File: config.mk
export PLATFORM = sky130hd
export DESIGN_NAME = gamma_serial_loader
export DESIGN_NICKNAME = d
export VERILOG_FILES = /design/src/rtl/gsl_pkg.sv /design/src/rtl/gsl_sync.sv /design/src/rtl/gsl_shifter.sv /design/src/rtl/gsl_regbank.sv /design/src/rtl/gsl_outsel.sv /design/src/rtl/gamma_serial_loader.sv
export SDC_FILE = /design/constraint.sdc
export NUM_CORES = 1
export LEC_CHECK = 0
export ABC_AREA = 1
export BUFFER_PORTS_ARGS = -buffer_cell sky130_fd_sc_hd__buf_4
export CORE_ASPECT_RATIO = 1.2
export CORE_MARGIN = 2
export CORE_UTILIZATION = 56
export CTS_BUF_LIST = sky130_fd_sc_hd__clkbuf_4 sky130_fd_sc_hd__clkbuf_8
export CTS_CLUSTER_SIZE = 40
export DETAILED_ROUTE_END_ITERATION = 7
export GPL_TIMING_DRIVEN = 1
export PLACE_DENSITY = 0.82
export SKIP_LAST_GASP = 1
export SYNTH_ARGS = -nofsm -noshare
export SYNTH_HDL_FRONTEND = slang
export SYNTH_SLANG_ARGS = --single-unit
File: constraint.sdc
create_clock -name clk_i -period 1.6 [get_ports clk_i]
set_clock_uncertainty 0.05 [all_clocks]
set_input_delay 0.08 -clock clk_i [delete_from_list [all_inputs] [get_ports clk_i]]
set_output_delay 0.08 -clock clk_i [all_outputs]
set_load 0.02 [all_outputs]
File: src/rtl/gsl_pkg.sv
package gsl_pkg;
  localparam int FRAME_LEN = 17;
  localparam int ADDR_W    = 5;
  localparam int DATA_W    = 10;
  localparam int N_CH      = 12;
  localparam int N_REG     = N_CH + 1;
  localparam int IDX_W     = 4;
  localparam int CNT_W     = $clog2(FRAME_LEN + 1);
  localparam logic [DATA_W-1:0] OVR_CODE = 10'h2A0;
endpackage

File: src/rtl/gsl_sync.sv
module gsl_sync #(
  parameter int W = 4
) (
  input  logic         clk_i,
  input  logic         rst_ni,
  input  logic [W-1:0] d_i,
  output logic [W-1:0] q_o
);
  logic [W-1:0] s1_q, s2_q;
  always_ff @(posedge clk_i or negedge rst_ni) begin
    if (!rst_ni) begin
      s1_q <= '0;
      s2_q <= '0;
    end else begin
      s1_q <= d_i;
      s2_q <= s1_q;
    end
  end
  assign q_o = s2_q;
endmodule

File: src/rtl/gsl_shifter.sv
module gsl_shifter
  import gsl_pkg::*;
(
  input  logic                 clk_i,
  input  logic                 rst_ni,
  input  logic                 sclk_i,
  input  logic                 sdat_i,
  input  logic                 stb_i,
  output logic [FRAME_LEN-1:0] frame_o,
  output logic                 commit_o
);
  logic             sclk_q, stb_q;
  logic [CNT_W-1:0] cnt_q;
  logic [FRAME_LEN-1:0] sr_q;
  logic             sclk_rise, stb_rise, shift_en;

  assign sclk_rise = sclk_i & ~sclk_q;
  assign stb_rise  = stb_i & ~stb_q;
  assign shift_en  = sclk_rise & ~stb_i;

  always_ff @(posedge clk_i or negedge rst_ni) begin
    if (!rst_ni) begin
      sclk_q   <= 1'b0;
      stb_q    <= 1'b0;
      cnt_q    <= '0;
      sr_q     <= '0;
      commit_o <= 1'b0;
    end else begin
      sclk_q   <= sclk_i;
      stb_q    <= stb_i;
      commit_o <= stb_rise && (cnt_q == CNT_W'(FRAME_LEN));
      if (shift_en) begin
        sr_q <= {sr_q[FRAME_LEN-2:0], sdat_i};
        if (cnt_q != CNT_W'(FRAME_LEN)) cnt_q <= cnt_q + 1'b1;
      end else if (stb_rise) begin
        cnt_q <= '0;
      end
    end
  end

  assign frame_o = sr_q;

  AST_CNT_SAT: assert property (@(posedge clk_i) disable iff (!rst_ni)
    cnt_q <= CNT_W'(FRAME_LEN));
  AST_NO_SHIFT_HIGH: assert property (@(posedge clk_i) disable iff (!rst_ni)
    stb_i |=> $stable(sr_q));
  AST_COMMIT_CLEARS: assert property (@(posedge clk_i) disable iff (!rst_ni)
    commit_o |-> cnt_q == '0);
endmodule

File: src/rtl/gsl_regbank.sv
module gsl_regbank
  import gsl_pkg::*;
(
  input  logic                    clk_i,
  input  logic                    rst_ni,
  input  logic                    wr_i,
  input  logic [FRAME_LEN-1:0]    frame_i,
  output logic [N_REG*DATA_W-1:0] regs_o,
  output logic                    osc_ext_o
);
  localparam int DATA_LSB = 0;
  localparam int ADDR_LSB = DATA_W;
  localparam int OSC_POS  = DATA_W + ADDR_W;

  logic [ADDR_W-1:0] addr;
  logic [DATA_W-1:0] data;
  assign addr = frame_i[ADDR_LSB +: ADDR_W];
  assign data = frame_i[DATA_LSB +: DATA_W];

  always_ff @(posedge clk_i or negedge rst_ni) begin
    if (!rst_ni) osc_ext_o <= 1'b0;
    else if (wr_i) osc_ext_o <= frame_i[OSC_POS];
  end

  for (genvar g = 0; g < N_REG; g++) begin : g_reg
    always_ff @(posedge clk_i or negedge rst_ni) begin
      if (!rst_ni) regs_o[g*DATA_W +: DATA_W] <= '0;
      else if (wr_i && addr == ADDR_W'(g)) regs_o[g*DATA_W +: DATA_W] <= data;
    end
  end

  AST_WRITE_ONLY_ON_PULSE: assert property (@(posedge clk_i) disable iff (!rst_ni)
    !wr_i |=> $stable(regs_o));
  AST_OSC_ONLY_ON_PULSE: assert property (@(posedge clk_i) disable iff (!rst_ni)
    !wr_i |=> $stable(osc_ext_o));
endmodule

File: src/rtl/gsl_outsel.sv
module gsl_outsel
  import gsl_pkg::*;
(
  input  logic                    clk_i,
  input  logic                    rst_ni,
  input  logic                    sel_i,
  input  logic [N_REG*DATA_W-1:0] regs_i,
  output logic [N_CH*DATA_W-1:0]  chan_code_o,
  output logic                    override_o,
  output logic [N_CH-1:0]         use_preset_o,
  output logic [N_CH*IDX_W-1:0]   preset_idx_o
);
  assign chan_code_o = regs_i[N_CH*DATA_W-1:0];
  assign override_o  = regs_i[N_CH*DATA_W +: DATA_W] == OVR_CODE;

  for (genvar k = 0; k < N_CH; k++) begin : g_ch
    assign use_preset_o[k]               = ~(override_o | sel_i);
    assign preset_idx_o[k*IDX_W +: IDX_W] = IDX_W'(N_CH - k);
  end

  AST_OVR_NO_PRESET: assert property (@(posedge clk_i) disable iff (!rst_ni)
    override_o |-> use_preset_o == '0);
  AST_PIN_NO_PRESET: assert property (@(posedge clk_i) disable iff (!rst_ni)
    sel_i |-> use_preset_o == '0);
  AST_PRESET_UNIFORM: assert property (@(posedge clk_i) disable iff (!rst_ni)
    use_preset_o == '0 || &use_preset_o);
endmodule

File: src/rtl/gamma_serial_loader.sv
module gamma_serial_loader
  import gsl_pkg::*;
(
  input  logic                   clk_i,
  input  logic                   rst_ni,
  input  logic                   ser_clk_i,
  input  logic                   ser_dat_i,
  input  logic                   ser_stb_i,
  input  logic                   sel_pin_i,
  output logic [N_CH*DATA_W-1:0] chan_code_o,
  output logic                   osc_ext_o,
  output logic                   override_o,
  output logic [N_CH-1:0]        use_preset_o,
  output logic [N_CH*IDX_W-1:0]  preset_idx_o
);
  logic [3:0] sync_q;
  logic [FRAME_LEN-1:0] frame;
  logic commit;
  logic [N_REG*DATA_W-1:0] regs;

  gsl_sync #(.W(4)) u_sync (
    .clk_i (clk_i),
    .rst_ni(rst_ni),
    .d_i   ({sel_pin_i, ser_stb_i, ser_dat_i, ser_clk_i}),
    .q_o   (sync_q)
  );

  gsl_shifter u_shifter (
    .clk_i   (clk_i),
    .rst_ni  (rst_ni),
    .sclk_i  (sync_q[0]),
    .sdat_i  (sync_q[1]),
    .stb_i   (sync_q[2]),
    .frame_o (frame),
    .commit_o(commit)
  );

  gsl_regbank u_bank (
    .clk_i    (clk_i),
    .rst_ni   (rst_ni),
    .wr_i     (commit),
    .frame_i  (frame),
    .regs_o   (regs),
    .osc_ext_o(osc_ext_o)
  );

  gsl_outsel u_outsel (
    .clk_i       (clk_i),
    .rst_ni      (rst_ni),
    .sel_i       (sync_q[3]),
    .regs_i      (regs),
    .chan_code_o (chan_code_o),
    .override_o  (override_o),
    .use_preset_o(use_preset_o),
    .preset_idx_o(preset_idx_o)
  );
endmodule

==> run metrics <==
fin cells=1108; pwr/cell area=919 nW/um2; Initial DRC Count=481; critical path startpoint category=flip-flop; Critical Path Max Stage Delay=0.40 ns; clock slew at reported path FFs=0.09 ns; antenna violations before repair=0; RePlAce Congestion=0.793; Port Buffer Count=139; slowest library cell on the worst path=dfrtp_1; Simple-Gate Fraction of Synth Area=25.8%; relative slew slack=43.7%; Setup WS post-layout=-0.0498 ns; Critical Path RT=1.47 ns; largest net degree at the start of global routing=58; drt pass-1 iters=5; number of enable flip-flop cells after synthesis=0; crit end category=output pin; most frequent cells in the layout=nand2_1 (355), dfrtp_1 (161), buf_4 (147); total number of vias=5672; Overflow after GRT=0; TNS Setup=-0.524 ns; cell family with most CP delay=simple AND/OR/NAND/NOR gates; final hold vios=0; fin util=63.1%; status=finished, violations left; DP Worst Slack=-0.0185 ns; largest cells by area after synthesis=dfrtp_1 (52%), nand2_1 (18%), buf_4 (17%), nand3_1 (5.9%), clkbuf_1 (1.0%); fin area=8640 um2; fmax=0.606 GHz; Detail Route Antenna Nets=0; fin nets=935; Adder-Cell Fraction of Synth Area=0.322%; Crit Path Class=flip-flop to output pin; unrepaired setup endpoints after global routing=true; vias in the first global route=5123; Synth Area per Inst=8.65 um2; Leak=4.93 nW; endpoints failing setup=12; most frequent CP cell=nor2_4; post-synthesis xor/xnor area fraction=0.113%; cts bufs inserted=17; Die Span Y=133 um; total power=7.94 mW; Clock Path Buffers=2; top-area cell type share of the netlist area=52.4%; Syn. warnings=0; # IOs=188; total of max-cap violations=0; DP Area=7950 um2; mux cell area share after synthesis=0.145%; core area=13700 um2; H-tree depth=4; wire per inst=15.7 um; CP Buf/Inv Count=1; biggest area consumer among synthesized cells=dfrtp_1; fraction of registers with async set/reset=100%; Via density=5.12; Remaining DRCs=0; crit path DAT=1.52 ns; worst r2r src=u_shifter.frame_o[14]; actual slew at the worst max-slew pin=0.845 ns; all-layer global routing usage=22.8%; first-pass GRT wire length=26.6 mm; Cell Rows=47; CTS tree=yes; Layout area overhead=11.1%; post-synth cell types=22; clock insertion delay at the later pin of the skew report=0.44 ns; failing checks=negative setup slack; share of cells above drive strength 1=24.9%; most common cell after layout, fill and taps aside=nand2_1; period utilization=103%; largest fanout on the critical path=6; Critical Path Source=u_bank.regs_o[122]; number of max-slew violations in the final report=0; Initial Utilization=56.8%; Netlist Area Pre-Place=7780 um2; antenna cell count=0; TritonCTS Sinks=163; worst hold slack=0.0520 ns; compound-cell area share of the yosys netlist=0.965%; FF+latch count, synth=163; ys flop type=dfrtp_1; largest family of logic cells by synthesized area=simple AND/OR/NAND/NOR gates; hpwl dp=10.9 mm; die extent in x=112 um; FILL cells=1163; fin crit period=1.65 ns; die area=14900 um2; sequential fraction of the synthesis area=52.4%; DP Cell Count=1063; crit path cell chain=nor2_2 > nand3_2 > nor2_4 > nor2_4 > buf_6; clk root buf=clkbuf_8; Cells after Synth=899; Hold WC Path Type=primary input to async pin; post-detailed-routing wire length=17.4 mm; Max VDD drop=0.000500 V
## metal layers
| metal | up-vias | global-route usage [%] | part of all wire [%] |
|---|---|---|---|
| met4 | 0 | 9.53 | 2.5 |
| met3 | 36 | 4.73 | 7.1 |
| met5 | - | 0 | 0 |
| met2 | 267 | 36.7 | 49 |
| li1 | 2628 | - | - |
| met1 | 2741 | 30.5 | 41 |
## cell families (layout without fill, tap and decap cells)
kind of cell	after synthesis	in the layout
compound gates	15	15
flops	163	163
other cells	2	48
fa+ha+maj	2	2
xor+xnor	1	1
mux	1	1
buf+inv	229	219
simple gates	486	488
## report_power, final
group | switching (mW) | internal, mW
registers | 0.304 | 4.18
clock network | 1.44 | 1.51
logic | 0.377 | 0.131
## worst paths after layout
path,to,slack [ns],depth (start not counted)
hold reg to reg,u_sync.q_o[2],0.30,0
min in group clk_i,u_sync.s1_q[1],0.23,2
setup reg to reg,u_bank.regs_o[116],0.06,7
hold / removal,u_sync.s1_q[2],0.05,2
setup / recovery,use_preset_o[5],-0.05,5
max in group asynchronous,u_bank.regs_o[101],0.80,3
## state kept, by name, summed over array words and instances, names as in the netlist
register,count
u_shifter.sclk_q,1
u_sync.q_o,4
u_shifter.cnt_q,5
u_shifter.frame_o,16
u_shifter.stb_q,1
u_bank.regs_o,130
u_sync.s1_q,4
u_bank.osc_ext_o,1
u_shifter.commit_o,1
## repair_timing
action,CTS,global route
endpoints found under the hold margin,167,0
gates resized for setup,7,34
hold buffers,5,0
gates cloned,0,4
endpoints found under the setup margin,45,133
pin swaps,1,9
buffers inserted,3,4
## synth_stat cells (4+ instances only)
library cell    n
nand2_2         4
buf_6           4
nor2_2          8
nand3_1        91
nor2_1         13
buf_4         179
nand2_1       363
inv_1          18
o21ai_0        15
dfrtp_1       163
clkbuf_1       21
buf_2           6
## cell type report
type	count	area, um2	share of cell area (%)
clock buffer	21	283	3.27
tap	171	214	2.48
inverter	19	71.3	0.825
multi-input combinational	555	2430	28.2
sequential	163	4080	47.2
timing repair buffer	171	1460	16.9
clock inverter	8	104	1.20
Note: power is estimated with default switching activity, not from simulation.
